===== src/rtl/sw_pkg.sv =====
package sw_pkg;

  typedef enum logic [1:0] {
    MODE_IDLE  = 2'd0,
    MODE_RUN   = 2'd1,
    MODE_HALT  = 2'd2,
    MODE_CLEAR = 2'd3
  } swMode_e;

  // strobes from control to datapath
  typedef struct packed {
    logic tick;
    logic clear;
  } swStrobe_t;

  // active-low code, bit 7 = dp, bits 6..0 = g..a
  function automatic logic [7:0] segEncode(input logic [3:0] value, input logic pointOn);
    logic [6:0] lowCode;
    case (value)
      4'd0: lowCode = 7'h40;
      4'd1: lowCode = 7'h79;
      4'd2: lowCode = 7'h24;
      4'd3: lowCode = 7'h30;
      4'd4: lowCode = 7'h19;
      4'd5: lowCode = 7'h12;
      4'd6: lowCode = 7'h02;
      4'd7: lowCode = 7'h78;
      4'd8: lowCode = 7'h00;
      4'd9: lowCode = 7'h10;
      default: lowCode = 7'h7F;
    endcase
    return {~pointOn, lowCode};
  endfunction

endpackage


===== src/rtl/sw_ctrl.sv =====
module sw_ctrl
  import sw_pkg::*;
#(
  parameter int TICK_CYCLES     = 1_000_000,
  parameter int DEBOUNCE_CYCLES = 1_000_000,
  parameter int HOLDOFF_CYCLES  = 2_000_000
) (
  input  logic      clk,
  input  logic      rst,
  input  logic      keyN,
  output swStrobe_t strobes,
  output swMode_e   mode
);

  localparam int TICK_W = $clog2(TICK_CYCLES + 1);
  localparam int DB_MAX = (DEBOUNCE_CYCLES > HOLDOFF_CYCLES) ? DEBOUNCE_CYCLES : HOLDOFF_CYCLES;
  localparam int DB_W   = $clog2(DB_MAX + 1);
  localparam logic [TICK_W-1:0] TICK_LAST = TICK_W'(TICK_CYCLES - 1);
  localparam logic [DB_W-1:0]   DEB_LAST  = DB_W'(DEBOUNCE_CYCLES - 1);
  localparam logic [DB_W-1:0]   HOLD_LAST = DB_W'(HOLDOFF_CYCLES - 1);

  typedef enum logic [1:0] {
    KEY_IDLE, KEY_CHECK, KEY_HOLD, KEY_RELEASE
  } keyState_e;

  logic keyMeta, keySync;
  keyState_e keyState;
  logic [DB_W-1:0] dbCnt;
  logic press;
  logic [TICK_W-1:0] tickCnt;

  // two-flop synchronizer, idle high
  always_ff @(posedge clk) begin
    if (rst) begin
      keyMeta <= 1'b1;
      keySync <= 1'b1;
    end else begin
      keyMeta <= keyN;
      keySync <= keyMeta;
    end
  end

  assign press = (keyState == KEY_CHECK) && !keySync && (dbCnt == DEB_LAST);

  always_ff @(posedge clk) begin
    if (rst) begin
      keyState <= KEY_IDLE;
      dbCnt    <= '0;
    end else begin
      case (keyState)
        KEY_IDLE: begin
          dbCnt <= '0;
          if (!keySync) keyState <= KEY_CHECK;
        end
        KEY_CHECK: begin
          if (keySync) begin
            keyState <= KEY_IDLE;
            dbCnt    <= '0;
          end else if (dbCnt == DEB_LAST) begin
            keyState <= KEY_HOLD;
            dbCnt    <= '0;
          end else begin
            dbCnt <= dbCnt + 1'b1;
          end
        end
        KEY_HOLD: begin
          if (dbCnt == HOLD_LAST) begin
            keyState <= KEY_RELEASE;
            dbCnt    <= '0;
          end else begin
            dbCnt <= dbCnt + 1'b1;
          end
        end
        default: begin
          dbCnt <= '0;
          if (keySync) keyState <= KEY_IDLE;
        end
      endcase
    end
  end

  // mode stepping; clear mode lasts one cycle
  always_ff @(posedge clk) begin
    if (rst) begin
      mode <= MODE_IDLE;
    end else if (mode == MODE_CLEAR) begin
      mode <= MODE_IDLE;
    end else if (press) begin
      mode <= swMode_e'(mode + 2'd1);
    end
  end

  // tick interval restarts on every entry into run
  always_ff @(posedge clk) begin
    if (rst || mode != MODE_RUN) begin
      tickCnt <= '0;
    end else if (tickCnt == TICK_LAST) begin
      tickCnt <= '0;
    end else begin
      tickCnt <= tickCnt + 1'b1;
    end
  end

  assign strobes.tick  = (mode == MODE_RUN) && (tickCnt == TICK_LAST);
  assign strobes.clear = (mode == MODE_CLEAR);

endmodule


===== src/rtl/sw_datapath.sv =====
module sw_datapath
  import sw_pkg::*;
#(
  parameter int DWELL_CYCLES = 20_000
) (
  input  logic        clk,
  input  logic        rst,
  input  swStrobe_t   strobes,
  output logic [15:0] countBcd,
  output logic [3:0]  digitEnN,
  output logic [7:0]  segN
);

  localparam int NUM_DIGITS = 4;
  localparam int POS_W      = $clog2(NUM_DIGITS);
  localparam int DWELL_W    = $clog2(DWELL_CYCLES + 1);
  localparam logic [DWELL_W-1:0] DWELL_LAST = DWELL_W'(DWELL_CYCLES - 1);
  localparam logic [POS_W-1:0]   POINT_POS  = POS_W'(1);

  // digit 0 = hundredths units ... digit 3 = seconds tens
  logic [3:0] digitQ [NUM_DIGITS];
  logic [NUM_DIGITS:0] carry;

  assign carry[0] = strobes.tick;

  for (genvar i = 0; i < NUM_DIGITS; i++) begin : g_digit
    localparam logic [3:0] LIMIT = (i == NUM_DIGITS - 1) ? 4'd5 : 4'd9;
    assign carry[i+1] = carry[i] && (digitQ[i] == LIMIT);
    always_ff @(posedge clk) begin
      if (rst || strobes.clear) begin
        digitQ[i] <= 4'd0;
      end else if (carry[i]) begin
        digitQ[i] <= (digitQ[i] == LIMIT) ? 4'd0 : digitQ[i] + 4'd1;
      end
    end
  end

  assign countBcd = {digitQ[3], digitQ[2], digitQ[1], digitQ[0]};

  logic [DWELL_W-1:0] dwellCnt;
  logic [POS_W-1:0]   scanPos;
  logic [3:0]         shownValue;

  always_ff @(posedge clk) begin
    if (rst) begin
      dwellCnt <= '0;
      scanPos  <= '0;
    end else if (dwellCnt == DWELL_LAST) begin
      dwellCnt <= '0;
      scanPos  <= scanPos + 1'b1;
    end else begin
      dwellCnt <= dwellCnt + 1'b1;
    end
  end

  // scan position 0 shows the most significant digit
  assign shownValue = digitQ[POS_W'(NUM_DIGITS - 1) - scanPos];

  always_ff @(posedge clk) begin
    if (rst) begin
      digitEnN <= 4'b1110;
      segN     <= segEncode(4'd0, 1'b0);
    end else begin
      digitEnN <= ~(4'b0001 << scanPos);
      segN     <= segEncode(shownValue, scanPos == POINT_POS);
    end
  end

endmodule


===== src/rtl/stopwatch_top.sv =====
module stopwatch_top
  import sw_pkg::*;
#(
  parameter int TICK_CYCLES     = 1_000_000,
  parameter int DEBOUNCE_CYCLES = 1_000_000,
  parameter int HOLDOFF_CYCLES  = 2_000_000,
  parameter int DWELL_CYCLES    = 20_000
) (
  input  logic       clk,
  input  logic       rst,
  input  logic       keyN,
  output logic [3:0] digitEnN,
  output logic [7:0] segN
);

  swStrobe_t   strobes;
  swMode_e     ctrlMode;
  logic [15:0] countBcd;
  logic        tickStb;
  logic        clearStb;

  sw_ctrl #(
    .TICK_CYCLES    (TICK_CYCLES),
    .DEBOUNCE_CYCLES(DEBOUNCE_CYCLES),
    .HOLDOFF_CYCLES (HOLDOFF_CYCLES)
  ) u_ctrl (
    .clk    (clk),
    .rst    (rst),
    .keyN   (keyN),
    .strobes(strobes),
    .mode   (ctrlMode)
  );

  sw_datapath #(
    .DWELL_CYCLES(DWELL_CYCLES)
  ) u_datapath (
    .clk     (clk),
    .rst     (rst),
    .strobes (strobes),
    .countBcd(countBcd),
    .digitEnN(digitEnN),
    .segN    (segN)
  );

  assign tickStb  = strobes.tick;
  assign clearStb = strobes.clear;

endmodule


===== config.mk =====
export PLATFORM = sky130hd
export DESIGN_NAME = stopwatch_top
export DESIGN_NICKNAME = d
export VERILOG_FILES = /design/src/rtl/sw_pkg.sv /design/src/rtl/sw_ctrl.sv /design/src/rtl/sw_datapath.sv /design/src/rtl/stopwatch_top.sv
export SDC_FILE = /design/constraint.sdc
export NUM_CORES = 1
export LEC_CHECK = 0
export ABC_CLOCK_PERIOD_IN_PS = 2900
export BUFFER_PORTS_ARGS = -buffer_cell sky130_fd_sc_hd__buf_2
export CAP_MARGIN = 20
export CELL_PAD_IN_SITES_DETAIL_PLACEMENT = 0
export CELL_PAD_IN_SITES_GLOBAL_PLACEMENT = 1
export CORE_UTILIZATION = 40
export DETAILED_ROUTE_END_ITERATION = 16
export PLACE_DENSITY = 0.68
export SLEW_MARGIN = 20
export SYNTH_ARGS = -nofsm -noshare
export SYNTH_HDL_FRONTEND = slang
export SYNTH_SLANG_ARGS = --single-unit

===== constraint.sdc =====
create_clock -name clk -period 2.9 [get_ports clk]
set_input_delay 0.145 -clock clk [delete_from_list [all_inputs] [get_ports clk]]
set_output_delay 0.145 -clock clk [all_outputs]
set_load 0.005 [all_outputs]

Yosys cells after proc, flatten, opt, wreduce, memory -nomap -nowiden
Memories as Yosys holds them, arrays and structs flattened. A register that Yosys moved wholly into a read port is not among the register bits.
Index checks and enable logic that the tools add are counted.
{"block": "classes", "addsub": 10, "n_shift": 1, "n_eq_ne": 17, "bitwise": 6, "n_reduce_logical": 15, "muxes": 32}
{"cell": "$mux W21", "count": 3}
{"cell": "$pmux W21 S2", "count": 1}
{"cell": "$mux W4", "count": 8}
{"cell": "$add A21 B1 Y21 const B", "count": 1}
{"cell": "$eq A21 B20 Y1 const B", "count": 1}
{"cell": "$eq A21 B21 Y1 const B", "count": 1}
{"cell": "$add A20 B1 Y20 const B", "count": 1}
{"cell": "$eq A20 B20 Y1 const B", "count": 1}
{"cell": "$add A4 B1 Y4 const B", "count": 4}
{"cell": "$add A15 B1 Y15 const B", "count": 1}
{"cell": "$eq A15 B15 Y1 const B", "count": 1}
{"cell": "$mux W1", "count": 14}
{"cell": "$eq A4 B4 Y1 const B", "count": 3}
{"cell": "$mux W2", "count": 5}
{"cell": "$eq A2 B1 Y1 const B", "count": 3}
{"cell": "$logic_and A1 B1 Y1", "count": 6}
{"cell": "$pmux W2 S3", "count": 1}
{"cell": "$reduce_or A2 Y1", "count": 3}
{"cell": "$add A2 B1 Y2 const B", "count": 2}
{"cell": "$eq A2 B2 Y1 const B", "count": 2}
{"cell": "$eq A4 B3 Y1 const B", "count": 1}
{"cell": "$ne A2 B1 Y1 const B", "count": 2}
{"cell": "$not A4 Y4", "count": 1}
{"cell": "$or A1 B1 Y1", "count": 4}
{"cell": "other kinds (10)", "count": 11}
{"block": "word_totals", "elab_cells": 93, "memories": 2, "output_inout_bits": 12, "ram_bits": 16, "input_bits": 3, "register_bits": 76, "romBits": 112}
{"name": "(name not given)", "words": 16, "word_bits": 7, "rd": 1, "rd_ports_with_merged_regs": 1, "write_ports": 0, "line_no": "sw_pkg.sv:19", "rtl": "case (value)"}
{"name": "u_datapath.digitQ", "words": 4, "word_bits": 4, "rd": 5, "rd_ports_with_merged_regs": 0, "write_ports": 4, "line_no": "sw_datapath.sv:21", "rtl": "logic [3:0] digitQ [NUM_DIGITS];"}

Depth between registers and ports, before layout
{"block": "depth", "ltp_word": 9, "ltp_mapped": 7, "mapped_depth_nobuf": 7}

Cells and area by module
From an unflattened synthesis, not the netlist that was laid out.
{"block": "hier_totals", "cells_unflattened": 456, "hier_area_um2": 4371.7}
{"mod": "sw_datapath", "area_per_inst_um2": 2209.6, "cells_per_inst": 209, "seq_area_each_um2": 1041.0, "n_inst": 1}
{"mod": "sw_ctrl", "area_per_inst_um2": 2162.1, "cells_per_inst": 247, "seq_area_each_um2": 940.9, "n_inst": 1}

Worst setup path after synthesis
No wires, ideal clock.
{"block": "synth_path", "kind": "flip-flop to flip-flop", "from": "reg u_ctrl.tickCnt[0]", "to": "mem u_datapath.digitQ[3][0], enable pin", "required_time_ns": 2.539, "stages_incl_launch_ff": 7, "slack_ns": 0.388, "t_arrival_ns": 2.150, "setup_time_ns": 0.361, "cell_sequence": "dfxtp_1 -> ha_1 -> nand3_1 -> or4_1 -> nor4_1 -> nand2_1 -> o21ai_0"}
{"item": "start, declared", "line_no": "sw_ctrl.sv:30", "rtl": "logic [TICK_W-1:0] tickCnt;"}
{"item": "start signal, assigned", "line_no": "sw_ctrl.sv:100", "rtl": "tickCnt <= tickCnt + 1'b1;"}
{"item": "end, declared", "line_no": "sw_datapath.sv:21"}

==> results_tabular.tex <==
\begin{tabular}{lr}
\hline
Metric & Value \\
\hline
\multicolumn{2}{l}{\textbf{Run status}} \\
\quad Status & complete, no violations \\
\multicolumn{2}{l}{\textbf{Routing}} \\
\quad Detailed-route wire length & 7310 um \\
\quad Routed vias & 2996 \\
\quad Pre-Repair DR Iteration Count & 4 \\
\quad Wire length per cell & 11.7 um \\
\quad DRC Markers & 0 \\
\quad First DRT Iteration DRCs & 102 \\
\quad Post-route ant nets & 0 \\
\quad Number of vias per cell after detailed routing & 4.80 \\
\multicolumn{2}{l}{\textbf{Die}} \\
\quad Top-level port count & 15 \\
\quad Die Y & 106 um \\
\quad Number of placement rows & 37 \\
\quad Initial standard-cell utilization of the core & 0.415 \\
\quad Die width & 106 um \\
\quad Die footprint & 11200 sq um \\
\quad Area of the core region & 10400 sq um \\
\multicolumn{2}{l}{\textbf{Layout}} \\
\quad Final nets & 512 \\
\quad Proportion of layout cells with a drive suffix above 1 & 0.0943 \\
\quad Count of filler cells inserted in the layout & 1020 \\
\quad \# diodes & 0 \\
\quad Final standard cell count with taps included and fillers excluded & 624 \\
\quad Area growth from synthesis to final layout & 10.6\% \\
\quad Final standard cell area without fillers & 4790 sq um \\
\quad Final cell utilization of the core & 0.460 \\
\multicolumn{2}{l}{\textbf{Timing}} \\
\quad Highest clock frequency the design can meet & 413 MHz \\
\quad Worst-case clock skew & 0.0103 ns \\
\quad Setup-violating endpoint count in the final report & 0 \\
\quad Post-layout worst setup margin & 0.478 ns \\
\quad Number of hold-slack violations in the final timing report & 0 \\
\quad Slew headroom & 0.570 \\
\quad Actual slew at the worst max-slew pin & 0.638 ns \\
\quad Post-route setup TNS & 0 ns \\
\quad Unrepaired setup endpoints after global routing & no \\
\quad Post-layout min period & 2.42 ns \\
\quad Fraction of the cycle the final worst path needs & 0.835 \\
\quad Number of pins with negative max-slew slack in the final report & 0 \\
\multicolumn{2}{l}{\textbf{Hold path}} \\
\quad Hold EP & u\_datapath.scanPos[1] \\
\quad HP Start & rst \\
\quad Class of the worst hold path & in -> reg \\
\quad Worst Hold Depth & 2 \\
\multicolumn{2}{l}{\textbf{Clock tree}} \\
\quad Count of H-tree levels built during CTS & 3 \\
\quad Post-CTS Hold Buffers & 1 \\
\quad \# Post-CTS Setup Buffers & 0 \\
\quad Clock Sinks & 91 \\
\quad Root buffer cell & sky130\_fd\_sc\_hd\_\_clkbuf\_8 \\
\quad Buffer depth of the longest clock path & 2 \\
\quad Clock input transition at the sequential cells of the worst setup and hold paths & 0.09 ns \\
\quad Cts bufs inserted & 9 \\
\quad Clock latency of the later-clocked register in the worst-skew pair & 0.37 ns \\
\quad Number of gates resized after CTS & 0 \\
\quad TritonCTS clock tree & yes \\
\multicolumn{2}{l}{\textbf{Critical path}} \\
\quad Endpoint of the most critical register-to-register path & u\_datapath.digitQ[3][0] \\
\quad Worst setup path class & reg -> reg \\
\quad Launch point of the critical path & u\_ctrl.tickCnt[0] \\
\quad RR Startpoint & u\_ctrl.tickCnt[0] \\
\quad Most frequent CP cell & sky130\_fd\_sc\_hd\_\_buf\_4 \\
\quad Series of cell instances along the critical path & ha\_1 -> nand3\_1 -> or4\_1 -> nor4\_1 -> buf\_4 -> nand2\_1 -> o21ai\_0 -> buf\_4 \\
\quad Critical-path top delay cell & sky130\_fd\_sc\_hd\_\_or4\_1 \\
\quad Number of buffer and inverter stages on the critical path & 2 \\
\quad Critical path's largest stage delay & 0.58 ns \\
\quad Worst setup SP type & register \\
\quad Worst path required time & 2.99 ns \\
\quad Reg2Reg Setup Slack & 0.48 ns \\
\quad Crit end category & register \\
\quad Peak fanout along the critical path & 4 \\
\quad Data arrival time at the worst-slack endpoint & 2.51 ns \\
\quad Path length in cells of the critical path & 8 \\
\quad Crit-path leading delay family & simple AND/OR/NAND/NOR gates \\
\quad Depth of the worst register-to-register path & 8 \\
\multicolumn{2}{l}{\textbf{Place}} \\
\quad Global placer's final weighted congestion & 0.740 \\
\quad Cell count after placement & 607 \\
\quad Cell area reported after detailed placement & 4550 sq um \\
\quad DP Wirelength & 5290 um \\
\quad Input/output buffers & 14 \\
\quad Minimum setup slack after placement & 0.468 ns \\
\multicolumn{2}{l}{\textbf{Logic synthesis}} \\
\quad Largest family of logic cells by synthesized area & simple AND/OR/NAND/NOR gates \\
\quad Main synth FF type & sky130\_fd\_sc\_hd\_\_dfxtp\_1 \\
\quad Number of flip-flops and latches in the synthesized netlist & 91 \\
\quad Yosys synthesis warning count & 0 \\
\quad XOR/XNOR Fraction of Synth Area & 0.123 \\
\quad Syn Nets & 493 \\
\quad Area of the mapped netlist & 4330 sq um \\
\quad Compound-gate portion of the synthesized area & 0.0359 \\
\quad Synthesized netlist cell count & 464 \\
\quad FFs w/ async S/R, synth & 0 \\
\quad Share of the yosys chip area belonging to registers & 0.458 \\
\quad Multiplexer fraction of the synthesized cell area & 0.0318 \\
\quad Average cell area after synthesis & 9.32 sq um \\
\quad Post-synthesis share of cell area spent on and, or, nand and nor gates & 0.243 \\
\quad Count of flip-flops with a built-in enable after synthesis & 16 \\
\quad Number of different library cells in the post-synthesis netlist & 46 \\
\quad Area share of fa/ha/maj cells after synthesis & 0.0752 \\
\multicolumn{2}{l}{\textbf{Global routing}} \\
\quad Total congestion overflow & 0 \\
\quad Initial antenna violation count & 0 \\
\quad All-Layer GR Usage & 0.143 \\
\quad Global-route wire length before repair & 12600 um \\
\quad Number of global-route vias before repair & 2741 \\
\quad Pin count of the biggest net entering global routing & 25 \\
\multicolumn{2}{l}{\textbf{Power and ir drop}} \\
\quad Power per cell area & 489 nW/um\^{}2 \\
\quad Worst VDD drop & 329 uV \\
\quad Cell leakage power & 0.00170 uW \\
\multicolumn{2}{l}{\textbf{Flow run}} \\
\quad Number of violations of the max-capacitance limit & 0 \\
\hline
\end{tabular}
[through the flow]
step,hold slack [ns],total power (uW)
floorplan,0.249,1420
global placement,0.331,1450
detailed placement,0.335,1450
CTS,0.168,2390
global route,0.184,2450
finish,0.173,2340
[power breakdown]
part	internal, uW	switching, uW
registers	1300	19.4
clock network	500	426
logic	41.3	51.7
total	1850	498
[cell usage after synthesis (all sizes together), types with 2 or more instances]
master	n	area share
edfxtp	16	0.11
or2	3	0.0043
o211a	2	0.0046
ha	26	0.075
nor3	8	0.0093
clkbuf	9	0.0078
a221oi	2	0.0040
mux4	3	0.016
and3	7	0.011
nand4	14	0.020
and4	2	0.0040
mux2i	7	0.016
nand3b	4	0.0069
nor2	97	0.084
or4	6	0.011
xnor2	33	0.067
nand3	26	0.030
o21ai	6	0.0069
xor2	28	0.057
nand2b	5	0.0072
inv	24	0.021
dfxtp	75	0.35
a21oi	4	0.0046
nor4	9	0.014
buf	3	0.0040
nand2	29	0.025
[flip-flops by register name, indices dropped and copies added (netlist names)]
signal and cells:
u_ctrl.dbCnt 21, u_ctrl.keyMeta 1, u_ctrl.keyState 2, u_ctrl.keySync 1, u_ctrl.mode 2, u_ctrl.tickCnt 20
u_datapath.digitEnN 4, u_datapath.digitQ 16, u_datapath.dwellCnt 15, u_datapath.scanPos 2, u_datapath.segN 7
[how the worst max path moves through the flow]
stage | to | slack (ns)
finish | u_datapath.digitQ[3][0] | 0.48
detailed placement | u_datapath.digitQ[3][0] | 0.47
CTS | u_datapath.digitQ[3][0] | 0.45
global route | u_datapath.digitQ[1][1] | 0.31
global placement | u_datapath.digitQ[3][2] | 0.50
floorplan | u_datapath.digitQ[3][0] | 0.39
[per-layer routing]
layer	GRT usage	part of all wire	vias to the layer above
met2	0.221	0.43	28
met5	0	0	-
met3	0.0576	0.034	8
met4	0.0427	0.012	0
li1	-	-	1602
met1	0.183	0.52	1358
[cell usage in the layout (no fill, tap or decap), types with 4 or more instances in the layout]
cell type                  netlist  layout
sky130_fd_sc_hd__edfxtp_1       16      16
sky130_fd_sc_hd__clkbuf_8        0      11
sky130_fd_sc_hd__mux2i_1         7       7
sky130_fd_sc_hd__or4_1           5       5
sky130_fd_sc_hd__a21oi_1         4       4
sky130_fd_sc_hd__nand2b_1        5       5
sky130_fd_sc_hd__buf_2           2      14
sky130_fd_sc_hd__inv_1          24      24
sky130_fd_sc_hd__nand3_1        26      26
sky130_fd_sc_hd__nor3_1          8       8
sky130_fd_sc_hd__nand4_1        14      14
sky130_fd_sc_hd__ha_1           26      26
sky130_fd_sc_hd__xor2_1         28      28
sky130_fd_sc_hd__nor4_1          8       8
sky130_fd_sc_hd__dfxtp_1        75      75
sky130_fd_sc_hd__xnor2_1        33      33
sky130_fd_sc_hd__nand2_1        29      29
sky130_fd_sc_hd__buf_4           1       5
sky130_fd_sc_hd__nand3b_1        4       4
sky130_fd_sc_hd__o21ai_0         6       5
sky130_fd_sc_hd__nor2_1         97      97
sky130_fd_sc_hd__and3_1          5       5
[kinds of logic after synthesis]
family / after synthesis
xor gates and xnor gates: 61
adders and majority gates: 26
DFF: 91
muxes: 10
buffers and inverters: 36
and+or+nand+nor: 218
AOI/OAI and AO/OA: 22
[area by class of cell]
type	count	area [sq um]	share of cell area
clock buffer	13	181	0.0379
inverter	24	90.1	0.0188
multi-input combinational	337	2200	0.460
sequential	91	1980	0.414
clock inverter	3	42.5	0.00889
tap	136	170	0.0355
timing repair buffer	20	118	0.0246
(Power assumes the default switching activity.)
